### config.mk
export PLATFORM = sky130hd
export DESIGN_NAME = irq_vector_ctrl
export DESIGN_NICKNAME = d
export VERILOG_FILES = /design/src/rtl/irq_vector_pkg.sv /design/src/rtl/irq_vec_route.sv /design/src/rtl/irq_vec_arbiter.sv /design/src/rtl/irq_vec_nest.sv /design/src/rtl/irq_vector_ctrl.sv
export SDC_FILE = /design/constraint.sdc
export NUM_CORES = 2
export LEC_CHECK = 0
export ABC_AREA = 0
export ABC_CLOCK_PERIOD_IN_PS = 4900
export BUFFER_PORTS_ARGS = -buffer_cell sky130_fd_sc_hd__buf_2
export CAP_MARGIN = 10
export CORE_UTILIZATION = 45
export CTS_BUF_LIST = sky130_fd_sc_hd__clkbuf_4 sky130_fd_sc_hd__clkbuf_8 sky130_fd_sc_hd__clkbuf_16
export CTS_CLUSTER_DIAMETER = 80
export DETAILED_ROUTE_END_ITERATION = 7
export GPL_TIMING_DRIVEN = 0
export PLACE_DENSITY = 0.64
export SYNTH_ARGS = -nofsm -noshare
export SYNTH_HDL_FRONTEND = slang
export SYNTH_SLANG_ARGS = --single-unit
### constraint.sdc
create_clock -name clk -period 4.9 [get_ports clk]
set_input_delay 0.735 -clock clk [delete_from_list [all_inputs] [get_ports clk]]
set_output_delay 0.735 -clock clk [all_outputs]
set_load 0.05 [all_outputs]
### src/rtl/irq_vector_pkg.sv
package irq_vector_pkg;

   // register word offsets (6-bit map)
   localparam logic [5:0] OFS_RAW       = 6'h00;
   localparam logic [5:0] OFS_IRQ_STAT  = 6'h01;
   localparam logic [5:0] OFS_FIQ_STAT  = 6'h02;
   localparam logic [5:0] OFS_ROUTE     = 6'h03;
   localparam logic [5:0] OFS_EN_SET    = 6'h04;
   localparam logic [5:0] OFS_EN_CLR    = 6'h05;
   localparam logic [5:0] OFS_SW_SET    = 6'h06;
   localparam logic [5:0] OFS_SW_CLR    = 6'h07;
   localparam logic [5:0] OFS_VECT      = 6'h08;
   localparam logic [5:0] OFS_DEF_ADDR  = 6'h09;
   localparam logic [5:0] OFS_SLOT_ADDR = 6'h10;
   localparam logic [5:0] OFS_SLOT_CTRL = 6'h20;

   localparam int MAP_ADDR_W  = 6;
   localparam int SRC_FIELD_W = 5;
   localparam int SLOT_EN_BIT = 5;
   localparam int MAX_SRC     = 1 << SRC_FIELD_W;

   typedef struct packed {
      logic                   en;
      logic [SRC_FIELD_W-1:0] src;
   } slot_cfg_t;

endpackage

### src/rtl/irq_vec_route.sv
module irq_vec_route #(
   parameter int NUM_SRC = 32
) (
   input  logic [NUM_SRC-1:0] lines,
   input  logic [NUM_SRC-1:0] soft_q,
   input  logic [NUM_SRC-1:0] en_q,
   input  logic [NUM_SRC-1:0] route_q,
   output logic [NUM_SRC-1:0] raw,
   output logic [NUM_SRC-1:0] irq_req,
   output logic [NUM_SRC-1:0] fiq_req
);
   logic [NUM_SRC-1:0] masked;

   assign raw     = lines | soft_q;
   assign masked  = raw & en_q;
   assign fiq_req = masked & route_q;
   assign irq_req = masked & ~route_q;
endmodule

### src/rtl/irq_vec_arbiter.sv
module irq_vec_arbiter
   import irq_vector_pkg::*;
#(
   parameter int NUM_SRC  = 32,
   parameter int NUM_SLOT = 16,
   parameter int VEC_W    = 32,
   parameter int LVL_W    = 5
) (
   input  logic [NUM_SRC-1:0] irq_req,
   input  slot_cfg_t          slot_cfg  [NUM_SLOT],
   input  logic [VEC_W-1:0]   slot_addr [NUM_SLOT],
   input  logic [VEC_W-1:0]   def_addr,
   input  logic [LVL_W-1:0]   ceiling,
   output logic               any_elig,
   output logic [LVL_W-1:0]   win_level,
   output logic [VEC_W-1:0]   win_addr
);
   localparam logic [LVL_W-1:0] DEF_LVL  = LVL_W'(NUM_SLOT);
   localparam logic [LVL_W-1:0] NONE_LVL = LVL_W'(NUM_SLOT + 1);

   logic [MAX_SRC-1:0]  req_ext;
   logic [MAX_SRC-1:0]  claimed;
   logic [NUM_SLOT-1:0] hit;
   logic [NUM_SLOT-1:0] elig;
   logic                unclaimed_any;
   logic                def_elig;

   assign req_ext = MAX_SRC'(irq_req);

   always_comb begin
      claimed = '0;
      for (int k = 0; k < NUM_SLOT; k++) begin
         if (slot_cfg[k].en) claimed[slot_cfg[k].src] = 1'b1;
      end
   end

   assign unclaimed_any = |(req_ext & ~claimed);

   for (genvar k = 0; k < NUM_SLOT; k++) begin : g_slot
      assign hit[k]  = slot_cfg[k].en & req_ext[slot_cfg[k].src];
      assign elig[k] = hit[k] & (LVL_W'(k) < ceiling);
   end

   assign def_elig = unclaimed_any & (DEF_LVL < ceiling);
   assign any_elig = (|elig) | def_elig;

   always_comb begin
      win_level = def_elig ? DEF_LVL : NONE_LVL;
      win_addr  = def_addr;
      for (int k = NUM_SLOT - 1; k >= 0; k--) begin
         if (elig[k]) begin
            win_level = LVL_W'(k);
            win_addr  = slot_addr[k];
         end
      end
   end
endmodule

### src/rtl/irq_vec_nest.sv
module irq_vec_nest #(
   parameter int NUM_LVL = 17,
   parameter int LVL_W   = 5
) (
   input  logic             clk,
   input  logic             rst_n,
   input  logic             push,
   input  logic [LVL_W-1:0] push_level,
   input  logic             pop,
   output logic [LVL_W-1:0] ceiling
);
   logic [NUM_LVL-1:0] busy_q;
   logic [NUM_LVL-1:0] top_bit;
   logic [NUM_LVL-1:0] push_vec;

   // nested levels are always higher priority, so the newest is the lowest set bit
   assign top_bit  = busy_q & (~busy_q + NUM_LVL'(1));
   assign push_vec = NUM_LVL'(1) << push_level;

   always_comb begin
      ceiling = LVL_W'(NUM_LVL);
      for (int i = NUM_LVL - 1; i >= 0; i--) begin
         if (busy_q[i]) ceiling = LVL_W'(i);
      end
   end

   always_ff @(posedge clk or negedge rst_n) begin
      if (!rst_n)    busy_q <= '0;
      else if (push) busy_q <= busy_q | push_vec;
      else if (pop)  busy_q <= busy_q & ~top_bit;
   end
endmodule

### src/rtl/irq_vector_ctrl.sv
module irq_vector_ctrl
   import irq_vector_pkg::*;
#(
   parameter int NUM_SRC  = 32,
   parameter int NUM_SLOT = 16,
   parameter int ADDR_W   = 6,
   parameter int DATA_W   = 32,
   parameter bit REG_OUT  = 1'b1
) (
   input  logic               clk,
   input  logic               rst_n,
   input  logic [NUM_SRC-1:0] irq_lines,
   input  logic               reg_sel,
   input  logic               reg_wr,
   input  logic [ADDR_W-1:0]  reg_addr,
   input  logic [DATA_W-1:0]  reg_wdata,
   output logic [DATA_W-1:0]  reg_rdata,
   output logic               irq_out,
   output logic               fiq_out
);
   localparam int NUM_LVL = NUM_SLOT + 1;
   localparam int LVL_W   = $clog2(NUM_SLOT + 2);

   if (NUM_SRC < 1 || NUM_SRC > MAX_SRC) begin : g_bad_src
      $error("NUM_SRC out of range");
   end
   if (NUM_SLOT < 1 || NUM_SLOT > 16) begin : g_bad_slot
      $error("NUM_SLOT out of range");
   end
   if (ADDR_W < MAP_ADDR_W) begin : g_bad_addr
      $error("ADDR_W too narrow for register map");
   end
   if (DATA_W < NUM_SRC || DATA_W <= SLOT_EN_BIT) begin : g_bad_data
      $error("DATA_W too narrow");
   end

   logic [NUM_SRC-1:0] en_q, route_q, soft_q;
   logic [DATA_W-1:0]  def_addr_q;
   logic [DATA_W-1:0]  slot_addr_q [NUM_SLOT];
   slot_cfg_t          slot_cfg_q  [NUM_SLOT];

   logic [NUM_SRC-1:0] raw, irq_req, fiq_req;
   logic               any_elig;
   logic [LVL_W-1:0]   win_level, ceiling;
   logic [DATA_W-1:0]  win_addr;

   logic               wr_en, rd_en, vect_rd, ack, eoi, soft_clr_wr;
   logic [NUM_SRC-1:0] wbits;

   assign wr_en       = reg_sel & reg_wr;
   assign rd_en       = reg_sel & ~reg_wr;
   assign vect_rd     = rd_en & (reg_addr == ADDR_W'(OFS_VECT));
   assign ack         = vect_rd & any_elig;
   assign eoi         = wr_en & (reg_addr == ADDR_W'(OFS_VECT));
   assign soft_clr_wr = wr_en & (reg_addr == ADDR_W'(OFS_SW_CLR));
   assign wbits       = reg_wdata[NUM_SRC-1:0];

   irq_vec_route #(.NUM_SRC(NUM_SRC)) i_route (
      .lines   (irq_lines),
      .soft_q  (soft_q),
      .en_q    (en_q),
      .route_q (route_q),
      .raw     (raw),
      .irq_req (irq_req),
      .fiq_req (fiq_req)
   );

   irq_vec_arbiter #(
      .NUM_SRC  (NUM_SRC),
      .NUM_SLOT (NUM_SLOT),
      .VEC_W    (DATA_W),
      .LVL_W    (LVL_W)
   ) i_arb (
      .irq_req   (irq_req),
      .slot_cfg  (slot_cfg_q),
      .slot_addr (slot_addr_q),
      .def_addr  (def_addr_q),
      .ceiling   (ceiling),
      .any_elig  (any_elig),
      .win_level (win_level),
      .win_addr  (win_addr)
   );

   irq_vec_nest #(.NUM_LVL(NUM_LVL), .LVL_W(LVL_W)) i_nest (
      .clk        (clk),
      .rst_n      (rst_n),
      .push       (ack),
      .push_level (win_level),
      .pop        (eoi),
      .ceiling    (ceiling)
   );

   // mask, route and software-trigger registers
   always_ff @(posedge clk or negedge rst_n) begin
      if (!rst_n) begin
         en_q       <= '0;
         route_q    <= '0;
         soft_q     <= '0;
         def_addr_q <= '0;
      end else if (wr_en) begin
         if (reg_addr == ADDR_W'(OFS_ROUTE))    route_q    <= wbits;
         if (reg_addr == ADDR_W'(OFS_EN_SET))   en_q       <= en_q | wbits;
         if (reg_addr == ADDR_W'(OFS_EN_CLR))   en_q       <= en_q & ~wbits;
         if (reg_addr == ADDR_W'(OFS_SW_SET))   soft_q     <= soft_q | wbits;
         if (reg_addr == ADDR_W'(OFS_SW_CLR))   soft_q     <= soft_q & ~wbits;
         if (reg_addr == ADDR_W'(OFS_DEF_ADDR)) def_addr_q <= reg_wdata;
      end
   end

   // per-slot address and control registers
   for (genvar k = 0; k < NUM_SLOT; k++) begin : g_slot_reg
      always_ff @(posedge clk or negedge rst_n) begin
         if (!rst_n) begin
            slot_addr_q[k] <= '0;
            slot_cfg_q[k]  <= '0;
         end else if (wr_en) begin
            if (reg_addr == ADDR_W'(OFS_SLOT_ADDR) + ADDR_W'(k))
               slot_addr_q[k] <= reg_wdata;
            if (reg_addr == ADDR_W'(OFS_SLOT_CTRL) + ADDR_W'(k)) begin
               slot_cfg_q[k].en  <= reg_wdata[SLOT_EN_BIT];
               slot_cfg_q[k].src <= reg_wdata[SRC_FIELD_W-1:0];
            end
         end
      end
   end

   // combinational read mux
   always_comb begin
      reg_rdata = '0;
      if (reg_addr == ADDR_W'(OFS_RAW))      reg_rdata = DATA_W'(raw);
      if (reg_addr == ADDR_W'(OFS_IRQ_STAT)) reg_rdata = DATA_W'(irq_req);
      if (reg_addr == ADDR_W'(OFS_FIQ_STAT)) reg_rdata = DATA_W'(fiq_req);
      if (reg_addr == ADDR_W'(OFS_ROUTE))    reg_rdata = DATA_W'(route_q);
      if (reg_addr == ADDR_W'(OFS_EN_SET))   reg_rdata = DATA_W'(en_q);
      if (reg_addr == ADDR_W'(OFS_SW_SET))   reg_rdata = DATA_W'(soft_q);
      if (reg_addr == ADDR_W'(OFS_VECT))     reg_rdata = win_addr;
      if (reg_addr == ADDR_W'(OFS_DEF_ADDR)) reg_rdata = def_addr_q;
      for (int k = 0; k < NUM_SLOT; k++) begin
         if (reg_addr == ADDR_W'(OFS_SLOT_ADDR) + ADDR_W'(k))
            reg_rdata = slot_addr_q[k];
         if (reg_addr == ADDR_W'(OFS_SLOT_CTRL) + ADDR_W'(k))
            reg_rdata = DATA_W'({slot_cfg_q[k].en, slot_cfg_q[k].src});
      end
   end

   // output stage variant
   if (REG_OUT) begin : g_out_reg
      always_ff @(posedge clk or negedge rst_n) begin
         if (!rst_n) begin
            irq_out <= 1'b0;
            fiq_out <= 1'b0;
         end else begin
            irq_out <= any_elig;
            fiq_out <= |fiq_req;
         end
      end
   end else begin : g_out_comb
      assign irq_out = any_elig;
      assign fiq_out = |fiq_req;
   end
endmodule

==> run_results.csv, run 1 <==
group,metric,value,unit
logic_synthesis,avgSynthCellArea,9.11,um^2
logic_synthesis,synth_area_leader_cell,"dfrtp_1",
cts,clk_path_buf_depth,3,
logic_synthesis,ys_seq_area_frac,0.368,
logic_synthesis,synthTopCellsByArea,"dfrtp_1 (37%), mux2_2 (14%), o22ai_1 (3.8%)",
grt,first_global_vias,65400,
logic_synthesis,ys_async_sr_fraction,1.00,
logic_synthesis,yosysMostFrequentCell,"dfrtp_1",
cts,postCtsHoldBufs,0,
die,row_count,123,
outcome,outcome,"did not finish",
outcome,error_line,"[ERROR GRT-0116] Global routing finished with congestion. Check the congestion regions in the DRC Viewer.",
place,io_buffers,98,
place,post_dp_cell_area,0.0551,mm^2
logic_synthesis,syn_area,0.0514,mm^2
cts,clock_sinks,755,
logic_synthesis,synth_top_area_share,0.368,
grt,gr-total-overflow,115,
logic_synthesis,synth_cells,5641,
die,die_w,340,um
place,gp_congestion,1.24,
logic_synthesis,ys_types,91,
logic_synthesis,yosysWarnings,0,
grt,grt_max_degree,121,
outcome,failed_stage,"global routing (5_1_grt)",
die,start_util,0.455,
logic_synthesis,synth-edff-count,0,
grt,grt_use_total,0.750,
cts,cts_root_buffer,"clkbuf_16",
logic_synthesis,ys_seq_elements,755,
die,die_h,340,um
grt,grt_pass1_wl,600,mm
logic_synthesis,synthFlopType,"dfrtp_1",
cts,numCtsBuffers,89,
die,ios,108,
cts,cts_max_level,3,
logic_synthesis,syn_nets,5715,
place,dp_hpwl,306,mm
place,post-place-ws,-3310,ps
logic_synthesis,synth_commonest_cells,"dfrtp_1 (755), mux2_2 (634), clkbuf_1 (471)",
[per-layer routing]
metal	global-route usage	GRT overflow
met1	0.784	2
met5	0.223	0
met4	0.703	61
met3	0.605	1
met2	0.894	51
[kinds of logic after synthesis]
| family | synth area share |
|---|---|
| DFF | 0.368 |
| buffers and inverters | 0.0492 |
| and+or+nand+nor | 0.169 |
| AOI/OAI and AO/OA | 0.237 |
| muxes | 0.177 |
[metrics by stage]
step | utilization | hold WS [ps] | cells | setup TNS, ps
floorplan | - | 439 | 5641 | -57.3
global placement | 0.477 | 509 | 7239 | -
detailed placement | 0.489 | 515 | 7322 | -338150
CTS | 0.575 | 80.9 | 7678 | -16610
[what timing repair did]
action,4_1_cts
buffers inserted,248
gates resized for setup,1230
setup endpoints to repair,151
pin swaps,166
cloned,4
==> run 2, diff against run 1 <==
--- a/config.mk
+++ b/config.mk
@@ -9,12 +9,10 @@
 export ABC_CLOCK_PERIOD_IN_PS = 4900
 export BUFFER_PORTS_ARGS = -buffer_cell sky130_fd_sc_hd__buf_2
 export CAP_MARGIN = 10
-export CORE_UTILIZATION = 45
-export CTS_BUF_LIST = sky130_fd_sc_hd__clkbuf_4 sky130_fd_sc_hd__clkbuf_8 sky130_fd_sc_hd__clkbuf_16
-export CTS_CLUSTER_DIAMETER = 80
+export CORE_UTILIZATION = 30
 export DETAILED_ROUTE_END_ITERATION = 7
 export GPL_TIMING_DRIVEN = 0
-export PLACE_DENSITY = 0.64
+export PLACE_DENSITY_LB_ADDON = 0.15
 export SYNTH_ARGS = -nofsm -noshare
 export SYNTH_HDL_FRONTEND = slang
 export SYNTH_SLANG_ARGS = --single-unit
==> run 2 against run 1 <==
Compared with the run above:
- the flow now finishes, with violations (DRC, capacitance limit, slew limit, setup timing)
- synthesized cell count did not move
- synthesized area did not move
==> run_results.csv, run 2 <==
group,metric,value,unit
setup_path,cp_cell_sequence,"clkbuf_4, or2_2, a2111oi_1, a2111oi_2, o2111ai_2, or2_4, clkbuf_8, clkbuf_16, o211ai_1, nor3_4, a31oi_1, o211ai_1, buf_4",
setup_path,slowest_stage,"o211ai_1",
cts,cts_max_level,3,
setup_path,r2r_slack,-260,ps
layout,fin_cells,8613,
layout,drive_gt1_frac,0.377,
timing,tightest_slew,1530,ps
logic_synthesis,avgSynthCellArea,9.11,um^2
drt,ant_nets,0,
power,ir_worst_vdd,0.336,mV
place,post_dp_cell_area,0.0563,mm^2
power,p_per_area,293,mW/mm^2
logic_synthesis,synthFlopType,"dfrtp_1",
logic_synthesis,synth_cells,5641,
place,place_inst,8057,
setup_path,worst-path-stages,13,
setup_path,critPathMaxFanout,10,
setup_path,cpMostUsedCell,"o211ai_1",
layout,nets,6351,
logic_synthesis,syn_area,0.0514,mm^2
logic_synthesis,yosysWarnings,0,
die,die_w,416,um
setup_path,path_delay_family,"compound AO/OA/AOI/OAI gates",
logic_synthesis,ys_async_sr_fraction,1.00,
logic_synthesis,yosysMostFrequentCell,"dfrtp_1",
power,p_leak,28.5,nW
logic_synthesis,syn_nets,5715,
place,gp_congestion,1.12,
drt,num_vias,64600,
drt,via_per_inst,7.49,
layout,largest-register,"slot_addr_q",
timing,setup_violations,48,
place,io_buffers,98,
logic_synthesis,synthTopCellsByArea,"dfrtp_1 (37%), mux2_2 (14%), o22ai_1 (3.8%)",
timing,period_share,1.23,
logic_synthesis,synth_xor_area_frac,0,
timing,fin_ws,-1150,ps
logic_synthesis,synth_top_family_by_area,"compound AO/OA/AOI/OAI gates",
drt,drc,33,
grt,gr-total-overflow,0,
timing,clock_skew,55.5,ps
die,core_area,0.170,mm^2
setup_path,r2r_end,"irq_out",
min_path,hp-class,"in -> async",
drt,finalWirelength,491,mm
layout,largest_register_ffs,512,
setup_path,crit_end,"reg_rdata[5]",
place,post-place-ws,-3930,ps
grt,grt_use_total,0.553,
setup_path,worst_setup_path_end_kind,"output pin",
drt,routedWlPerCell,57.0,um
die,die-area,0.173,mm^2
timing,slew_headroom,-0.0181,
die,row_count,151,
logic_synthesis,synth_compound_area_frac,0.237,
layout,most-common-layout-cells,"dfrtp_1 (681), mux2_2 (632), nor2_1 (374), buf_4 (336), nand2_1 (317)",
grt,first_global_vias,59600,
timing,fin_hold_ws,4.42,ps
layout,area_growth,34.7,%
drt,first_iter_violations,10500,
logic_synthesis,synthAdderAreaFrac,0,
logic_synthesis,ys_seq_area_frac,0.368,
layout,fin_area,0.0692,mm^2
cts,worst_skew_pair.late_latency,840,ps
grt,grt_max_degree,118,
setup_path,cp.required,4160,ps
timing,tns,-31300,ps
setup_path,critPathLaunchType,"register",
logic_synthesis,synth_commonest_cells,"dfrtp_1 (755), mux2_2 (634), clkbuf_1 (471)",
drt,drtPass1Iterations,8,
job,maxCapViolations,2,
die,die_h,416,um
timing,drv_slew,21,
grt,antenna_found_initial,70,
setup_path,worst-path-buf-inv,4,
grt,grt_pass1_wl,629,mm
logic_synthesis,synth_top_area_share,0.368,
layout,largestRegisters,"slot_addr_q x512, slot_cfg_q x96",
cts,clk_path_buf_depth,3,
timing,hold_viol_final,0,
logic_synthesis,ys_seq_elements,755,
logic_synthesis,synth-edff-count,0,
cts,clk_pin_slew,60,ps
die,ios,108,
timing,timing.final.crit_period,6050,ps
logic_synthesis,ys_types,91,
layout,fillCellCount,17100,
die,start_util,0.303,
setup_path,worst-setup-path-type,"reg -> out",
logic_synthesis,yosys.area_share.simple,0.169,
logic_synthesis,synth_area_leader_cell,"dfrtp_1",
cts,numCtsBuffers,96,
setup_path,slowest_delay,640,ps
outcome,violations,"DRC, capacitance limit, slew limit, setup timing",
cts,cts_tree,"done",
layout,layout_commonest_cell,"dfrtp_1",
timing,clock.fmax,0.165,GHz
outcome,outcome,"complete, but fails checks",
logic_synthesis,synthMuxAreaShare,0.177,
setup_path,crit_arrival,5320,ps
place,dp_hpwl,364,mm
cts,clock_sinks,755,
setup_path,r2r_start,"slot_cfg_q[0]",
setup_path,cp-startpoint,"slot_cfg_q[66]",
setup_path,reg2reg_depth,12,
timing,rsz0062_at_grt,"true",
cts,cts_root_buffer,"clkbuf_16",
==> run 2: cell counts after synthesis <==
No cell type changed its count.
==> run 2: cell type report <==
cell class,count,area (um^2),share of cell area
clock buffer,135,2710,0.0391
sequential,755,19000,0.275
timing repair buffer,599,6110,0.0883
antenna,47,118,0.00170
clock inverter,34,488,0.00705
inverter,72,290,0.00420
multi-input combinational,4231,33800,0.489
buffer,522,3890,0.0562
tap,2218,2780,0.0401
==> run 2: worst min-delay path by stage <==
stage | endpoint | cells after the start | startpoint
after CTS | slot_addr_q[173] | 1 | rst_n
after floorplan | asynchronous set/reset pin | 0 | rst_n
after global routing | route_q[13] | 1 | rst_n
final | slot_addr_q[47] | 1 | rst_n
after detailed placement | slot_addr_q[383] | 1 | slot_addr_q[383]
after global placement | slot_addr_q[373] | 1 | slot_addr_q[373]
==> run 2: worst reg2reg max path, cell delays in order (launching register included) <==
cell and delay (ps):
dfrtp_2 540, or2_2 530, or2_2 370, o32ai_1 180, nor4_2 90, buf_4 160
o21ai_4 400, buf_4 240, buf_4 150, o22ai_1 100, nor2_1 640, nor4b_2 760
nand2_1 650
==> run 2: cells by family (layout without fill, tap and decap cells) <==
family	count (synthesis)	after routing
DFF	755	755
and+or+nand+nor	1689	1690
AOI/OAI and AO/OA	1784	1784
other	0	47
buffers and inverters	656	1362
muxes	757	757
==> run 2: stage by stage <==
step,utilization,power [mW]
after CTS,0.392,19.6
after global placement,0.322,11.4
final,0.408,20.3
after detailed placement,0.332,11.5
after global routing,0.407,20.4
after floorplan,-,9.09
==> run 2: timing repair <==
| item | CTS | global route |
|---|---|---|
| gates resized for setup | 1314 | 395 |
| pin swaps | 159 | 161 |
| endpoints found under the setup margin | 276 | 42 |
| gates cloned | 4 | 4 |
| hold buffers | 0 | 0 |
| buffers inserted | 278 | 111 |
==> run 2: report_power, final <==
group / total (mW) / switching (mW) / internal [mW]
Sequential: 7.76 / 0.963 / 6.79
Combinational: 4.92 / 3.35 / 1.57
Clock: 7.61 / 3.37 / 4.23
==> run 2: routing by layer <==
metal	global-route usage	wire [um]	vias to the layer above
met3	0.253	61200	2541
met1	0.585	163000	32500
met4	0.594	68200	18
li1	-	-	23200
met5	0.00417	188	-
met2	0.781	198000	6283
Note: power is estimated with default switching activity, not from simulation.
